--- config.mk ---
export PLATFORM = sky130hd
export DESIGN_NAME = sync_timer_bank
export DESIGN_NICKNAME = d
export VERILOG_FILES = /design/src/rtl/stb_pkg.sv /design/src/rtl/stb_sync_ctrl.sv /design/src/rtl/stb_channel.sv /design/src/rtl/stb_bus_map.sv /design/src/rtl/sync_timer_bank.sv
export SDC_FILE = /design/constraint.sdc
export NUM_CORES = 1
export LEC_CHECK = 0
export ABC_CLOCK_PERIOD_IN_PS = 8500
export CORE_MARGIN = 3
export CORE_UTILIZATION = 51
export DETAILED_ROUTE_END_ITERATION = 10
export DONT_BUFFER_PORTS = 1
export MAX_ROUTING_LAYER = met4
export PLACE_DENSITY = 0.65
export SYNTH_ARGS = -nofsm -noshare
export SYNTH_HDL_FRONTEND = slang
export SYNTH_HIERARCHICAL = 1
export SYNTH_SLANG_ARGS = --single-unit
--- constraint.sdc ---
create_clock -name clk -period 8.5 [get_ports clk]
set_input_delay 1.275 -clock clk [delete_from_list [all_inputs] [get_ports clk]]
set_output_delay 1.275 -clock clk [all_outputs]
set_load 0.01 [all_outputs]
--- src/rtl/stb_pkg.sv ---
package stb_pkg;

    typedef enum logic [1:0] {
        CLR_NONE = 2'b00,
        CLR_OWN  = 2'b01,
        CLR_PEER = 2'b10,
        CLR_RSVD = 2'b11
    } clr_src_e;

    localparam int SYNC_ADDR = 'h00;
    localparam int CNT_BASE  = 'h02;
    localparam int CMP_BASE  = 'h12;
    localparam int CSEL_BASE = 'h22;
    localparam int ADDR_STEP = 2;

endpackage

--- src/rtl/stb_sync_ctrl.sv ---
module stb_sync_ctrl #(
    parameter int NUM_CH = 6
) (
    input  logic              clk,
    input  logic              rst_n,
    input  logic              we,
    input  logic [NUM_CH-1:0] wbits,
    output logic [NUM_CH-1:0] sync_q,
    output logic [NUM_CH-1:0] member
);
    localparam int MIN_GROUP = 2;

    logic group_active;

    always_ff @(posedge clk or negedge rst_n) begin
        if (!rst_n) begin
            sync_q <= '0;
        end else if (we) begin
            sync_q <= wbits;
        end
    end

    always_comb begin
        group_active = ($countones(sync_q) >= MIN_GROUP);
        member       = group_active ? sync_q : '0;
    end

endmodule

--- src/rtl/stb_channel.sv ---
module stb_channel
    import stb_pkg::*;
#(
    parameter int CNT_W = 16
) (
    input  logic             clk,
    input  logic             rst_n,
    input  logic             cnt_en,
    input  logic             load,
    input  logic [CNT_W-1:0] load_val,
    input  logic             cmp_we,
    input  logic             csel_we,
    input  logic [CNT_W-1:0] wdata,
    input  logic             peer_clr,
    output logic [CNT_W-1:0] cnt,
    output logic [CNT_W-1:0] cmp,
    output logic [1:0]       csel,
    output logic             own_match
);
    logic [CNT_W-1:0] cnt_q;
    logic [CNT_W-1:0] cnt_d;
    logic [CNT_W-1:0] cmp_q;
    clr_src_e         csel_q;

    always_comb begin
        own_match = (csel_q == CLR_OWN) && (cnt_q == cmp_q);
    end

    always_comb begin
        cnt_d = cnt_q;
        if (load) begin
            cnt_d = load_val;
        end else if (own_match) begin
            cnt_d = '0;
        end else if (peer_clr && (csel_q == CLR_PEER)) begin
            cnt_d = '0;
        end else if (cnt_en) begin
            cnt_d = cnt_q + 1'b1;
        end
    end

    always_ff @(posedge clk or negedge rst_n) begin
        if (!rst_n) begin
            cnt_q  <= '0;
            cmp_q  <= '1;
            csel_q <= CLR_NONE;
        end else begin
            cnt_q <= cnt_d;
            if (cmp_we) begin
                cmp_q <= wdata;
            end
            if (csel_we) begin
                csel_q <= clr_src_e'(wdata[1:0]);
            end
        end
    end

    always_comb begin
        cnt  = cnt_q;
        cmp  = cmp_q;
        csel = csel_q;
    end

endmodule

--- src/rtl/stb_bus_map.sv ---
module stb_bus_map
    import stb_pkg::*;
#(
    parameter int NUM_CH = 6,
    parameter int DATA_W = 16,
    parameter int ADDR_W = 8
) (
    input  logic                           bus_we,
    input  logic [ADDR_W-1:0]              bus_addr,
    input  logic [NUM_CH-1:0]              sync_q,
    input  logic [NUM_CH-1:0][DATA_W-1:0]  cnt_all,
    input  logic [NUM_CH-1:0][DATA_W-1:0]  cmp_all,
    input  logic [NUM_CH-1:0][1:0]         csel_all,
    output logic                           sync_we,
    output logic [NUM_CH-1:0]              cnt_wr,
    output logic [NUM_CH-1:0]              cmp_wr,
    output logic [NUM_CH-1:0]              csel_wr,
    output logic [DATA_W-1:0]              rdata
);
    logic              sync_hit;
    logic [NUM_CH-1:0] cnt_hit;
    logic [NUM_CH-1:0] cmp_hit;
    logic [NUM_CH-1:0] csel_hit;

    assign sync_hit = (bus_addr == ADDR_W'(SYNC_ADDR));
    assign sync_we  = bus_we && sync_hit;

    for (genvar n = 0; n < NUM_CH; n++) begin : g_dec
        assign cnt_hit[n]  = (bus_addr == ADDR_W'(CNT_BASE  + ADDR_STEP * n));
        assign cmp_hit[n]  = (bus_addr == ADDR_W'(CMP_BASE  + ADDR_STEP * n));
        assign csel_hit[n] = (bus_addr == ADDR_W'(CSEL_BASE + ADDR_STEP * n));
        assign cnt_wr[n]   = bus_we && cnt_hit[n];
        assign cmp_wr[n]   = bus_we && cmp_hit[n];
        assign csel_wr[n]  = bus_we && csel_hit[n];
    end

    always_comb begin
        rdata = '0;
        if (sync_hit) begin
            rdata = DATA_W'(sync_q);
        end
        for (int n = 0; n < NUM_CH; n++) begin
            if (cnt_hit[n]) begin
                rdata = cnt_all[n];
            end
            if (cmp_hit[n]) begin
                rdata = cmp_all[n];
            end
            if (csel_hit[n]) begin
                rdata = DATA_W'(csel_all[n]);
            end
        end
    end

endmodule

--- src/rtl/sync_timer_bank.sv ---
module sync_timer_bank #(
    parameter int NUM_CH = 6,
    parameter int CNT_W  = 16,
    parameter int ADDR_W = 8
) (
    input  logic              clk,
    input  logic              rst_n,
    input  logic              cnt_en,
    input  logic              bus_we,
    input  logic [ADDR_W-1:0] bus_addr,
    input  logic [CNT_W-1:0]  bus_wdata,
    output logic [CNT_W-1:0]  bus_rdata
);
    logic [NUM_CH-1:0]             sync_q;
    logic [NUM_CH-1:0]             member;
    logic                          sync_we;
    logic [NUM_CH-1:0]             cnt_wr;
    logic [NUM_CH-1:0]             cmp_wr;
    logic [NUM_CH-1:0]             csel_wr;
    logic [NUM_CH-1:0]             own_match;
    logic [NUM_CH-1:0]             load;
    logic [NUM_CH-1:0]             peer_clr;
    logic [NUM_CH-1:0][CNT_W-1:0]  cnt_all;
    logic [NUM_CH-1:0][CNT_W-1:0]  cmp_all;
    logic [NUM_CH-1:0][1:0]        csel_all;
    logic                          group_write;
    logic                          group_clear;

    stb_bus_map #(
        .NUM_CH (NUM_CH),
        .DATA_W (CNT_W),
        .ADDR_W (ADDR_W)
    ) u_map (
        .bus_we   (bus_we),
        .bus_addr (bus_addr),
        .sync_q   (sync_q),
        .cnt_all  (cnt_all),
        .cmp_all  (cmp_all),
        .csel_all (csel_all),
        .sync_we  (sync_we),
        .cnt_wr   (cnt_wr),
        .cmp_wr   (cmp_wr),
        .csel_wr  (csel_wr),
        .rdata    (bus_rdata)
    );

    stb_sync_ctrl #(
        .NUM_CH (NUM_CH)
    ) u_sync (
        .clk    (clk),
        .rst_n  (rst_n),
        .we     (sync_we),
        .wbits  (bus_wdata[NUM_CH-1:0]),
        .sync_q (sync_q),
        .member (member)
    );

    assign group_write = |(cnt_wr & member);
    assign group_clear = |(own_match & member);

    for (genvar n = 0; n < NUM_CH; n++) begin : g_ch
        assign load[n]     = cnt_wr[n] | (member[n] & group_write);
        assign peer_clr[n] = member[n] & group_clear;

        stb_channel #(
            .CNT_W (CNT_W)
        ) u_ch (
            .clk       (clk),
            .rst_n     (rst_n),
            .cnt_en    (cnt_en),
            .load      (load[n]),
            .load_val  (bus_wdata),
            .cmp_we    (cmp_wr[n]),
            .csel_we   (csel_wr[n]),
            .wdata     (bus_wdata),
            .peer_clr  (peer_clr[n]),
            .cnt       (cnt_all[n]),
            .cmp       (cmp_all[n]),
            .csel      (csel_all[n]),
            .own_match (own_match[n])
        );
    end

endmodule

==> out/qor.yml <==
status: "completed"
syn_inst: 1726
dr.first_iter.drc_count: 1920
cp-start-kind: "flop"
syn_nets: 1763
vias_per_cell: 7.27
async_flop_share_pct: 100
drv_slew: 0
antenna_found_initial: 2
worst_clock_skew_ns: 0.0178
vias: 14900
power.leakage_uw: 0.00653
tightest_slew_ns: 1.16
synth_top_area_share_pct: 17.4
io_pins: 44
overflow: 0
htreeDepth: 1
hold_viol: 0
drc: 0
finalNetCount: 1670
cts_resized: 0
arrival_ns: 5.61
cts-buffers-inserted: 26
max-slew-margin-rel_pct: 22.7
drt_pass1_iterations: 6
fin_crit_ns: 5.20
synth_edf_count: 0
syn-cell-area_sq_um: 16400
synthTopCellsByArea: "dfrtp_1 17%, dfstp_2 15%, mux2_2 7.4%"
clkSinkCount: 210
core_sq_um: 31100
holdCritPathClass: "in2async"
wirelength_um: 60800
wire_per_inst_um: 29.7
synth_seq_area_share_pct: 32.8
syn_avg_cell_area_sq_um: 9.49
antenna_left: 0
ys_ff_latch: 210
post_cts_buffers: 0
grt_max_degree: 211
start_util_pct: 52.6
setup-tns-final_ns: 0
rsz0062_at_grt: "false"
synth_cell_types: 83
drive_gt1_share_pct: 24.6
grt_pass1_wl_um: 90500
dp.cells: 2001
fmax_mhz: 192
synthTopCellsByCount: "138 x nand2_1, 114 x dfrtp_1, 108 x mux2_2"
power.density_nw_per_um2: 184
die_w_um: 185
end_kind: "flop"
die_y_um: 185
synth_flop_cell: "dfrtp_1"
grt_pass1_vias: 14000
insertion_delay_ns: 0.55
period_share_pct: 61.2
clk_path_buf_depth: 3
yosys_warnings: 6
gp_congestion: 0.986
peakVddDrop_mv: 0.230
cts_tree: "yes"
portBuffers: 0
yosysTopAreaCell: "dfrtp_1"
crit_type: "reg2reg"
rows: 64
root_buffer: "clkbuf_16"
final-setup-viol-count: 0
cap_violations: 0
hold_buffers: 0
dieArea_sq_um: 34300
worst_ep_required_time_ns: 8.91
crit_path_max_fanout: 23
dp_hpwl_um: 40200
synth_most_common_cell: "nand2_1"
cts.clk_slew.worst_paths_ns: 0.06
area_growth_pct: 3.68
grt.total_usage_pct: 35.8
stdcell_count: 2050
## area by class of cell
cell class | instances | area [sq um]
Fill cell | 2777 | 14200
Multi-Input combinational cell | 1346 | 9930
Sequential cell | 210 | 5380
Clock buffer | 39 | 793
Tap cell | 396 | 495
Clock inverter | 9 | 148
Inverter | 35 | 131
Timing Repair Buffer | 14 | 105
Antenna cell | 1 | 2.50
## final timing paths
path,from,to,slack (ns),cells past startpoint
max in group asynchronous,rst_n,g_ch[0].u_ch/cmp[8],7.61,0
worst max-delay path,u_sync/sync_q[0],g_ch[3].u_ch/cnt[14],3.30,13
min in group clk,g_ch[5].u_ch/csel[1],g_ch[5].u_ch/csel[1],0.59,1
worst min-delay path,rst_n,g_ch[1].u_ch/cnt[14],0.42,0
worst min register to register,g_ch[5].u_ch/csel[1],g_ch[5].u_ch/csel[1],0.59,1
worst max register to register,u_sync/sync_q[0],g_ch[3].u_ch/cnt[14],3.30,13
## worst max-delay path, cell delays in order, from the launching register on
cell	delay, ns
dfrtp_1	0.45
fa_1	0.59
inv_1	0.06
fa_1	0.42
nand2b_1	0.18
fa_1	0.64
a21boi_0	0.26
a22oi_2	0.46
a41oi_1	0.21
buf_4	0.26
nor2_1	0.43
nand2_1	0.55
o31ai_1	0.46
a211oi_2	0.08
## layout by cell type (no fill, tap or decap), types with 10 or more instances in the layout
cell type,n
a211oi_1,36
a211oi_2,50
a21oi_1,68
a221oi_1,11
a22o_1,17
a22oi_1,26
a31oi_1,27
and2_1,35
and3_1,45
buf_4,14
clkbuf_16,29
dfrtp_1,114
dfstp_2,96
inv_1,35
mux2_2,108
mux2i_1,25
nand2_1,138
nand3_1,78
nand4_1,17
nor2_1,87
nor2_2,10
nor3_1,54
nor4_1,11
nor4_2,16
o21ai_0,86
o22ai_1,36
o311a_1,12
o31ai_1,16
o31ai_2,10
o32a_1,22
o32ai_1,15
xnor2_1,12
xor2_1,96
## layer usage
metal | global-route usage (%) | vias to the layer above | routed length (um)
li1 | - | 6418 | -
met1 | 49.4 | 7406 | 25300
met2 | 52.9 | 937 | 26300
met3 | 8.07 | 147 | 7130
met4 | 10.5 | 0 | 2030
met5 | - | - | 0
## logic make-up (layout without fill, tap and decap cells)
| family | count (synthesis) | count (layout) | synth area share, % |
|---|---|---|---|
| DFF | 210 | 210 | 32.8 |
| buffers and inverters | 170 | 97 | 6.80 |
| other | 0 | 1 | 0 |
| muxes | 139 | 139 | 9.50 |
| and+or+nand+nor | 553 | 553 | 18.3 |
| adders and majority gates | 9 | 9 | 0.825 |
| AOI/OAI and AO/OA | 537 | 537 | 26.0 |
| xor gates and xnor gates | 108 | 108 | 5.78 |
## stage by stage
step / utilization [%] / total power, uW / hold slack (ns) / area (sq um) / setup slack, ns
after CTS: 54.5 / 3120 / 0.407 / 17000 / 3.46
after global placement: 51.5 / 1870 / 0.548 / 16000 / 3.48
after floorplan: - / 1830 / 0.520 / 16400 / 4.42
after global routing: 54.5 / 3250 / 0.407 / 17000 / 3.03
final: 54.5 / 3130 / 0.418 / 17000 / 3.30
after detailed placement: 51.5 / 1890 / 0.569 / 16000 / 3.50
## power breakdown
part	leakage [uW]	total, uW	internal (uW)	switching, uW
registers	0.00254	1310	1100	207
logic	0.00353	589	250	339
clock network	0.000460	1230	765	470
## flip-flops by register name, indices dropped and copies added (netlist names)
name,cells
u_sync/sync_q,6
g_ch.u_ch/csel,12
g_ch.u_ch/cnt,96
g_ch.u_ch/cmp,96
Note: power is estimated with default switching activity, not from simulation.
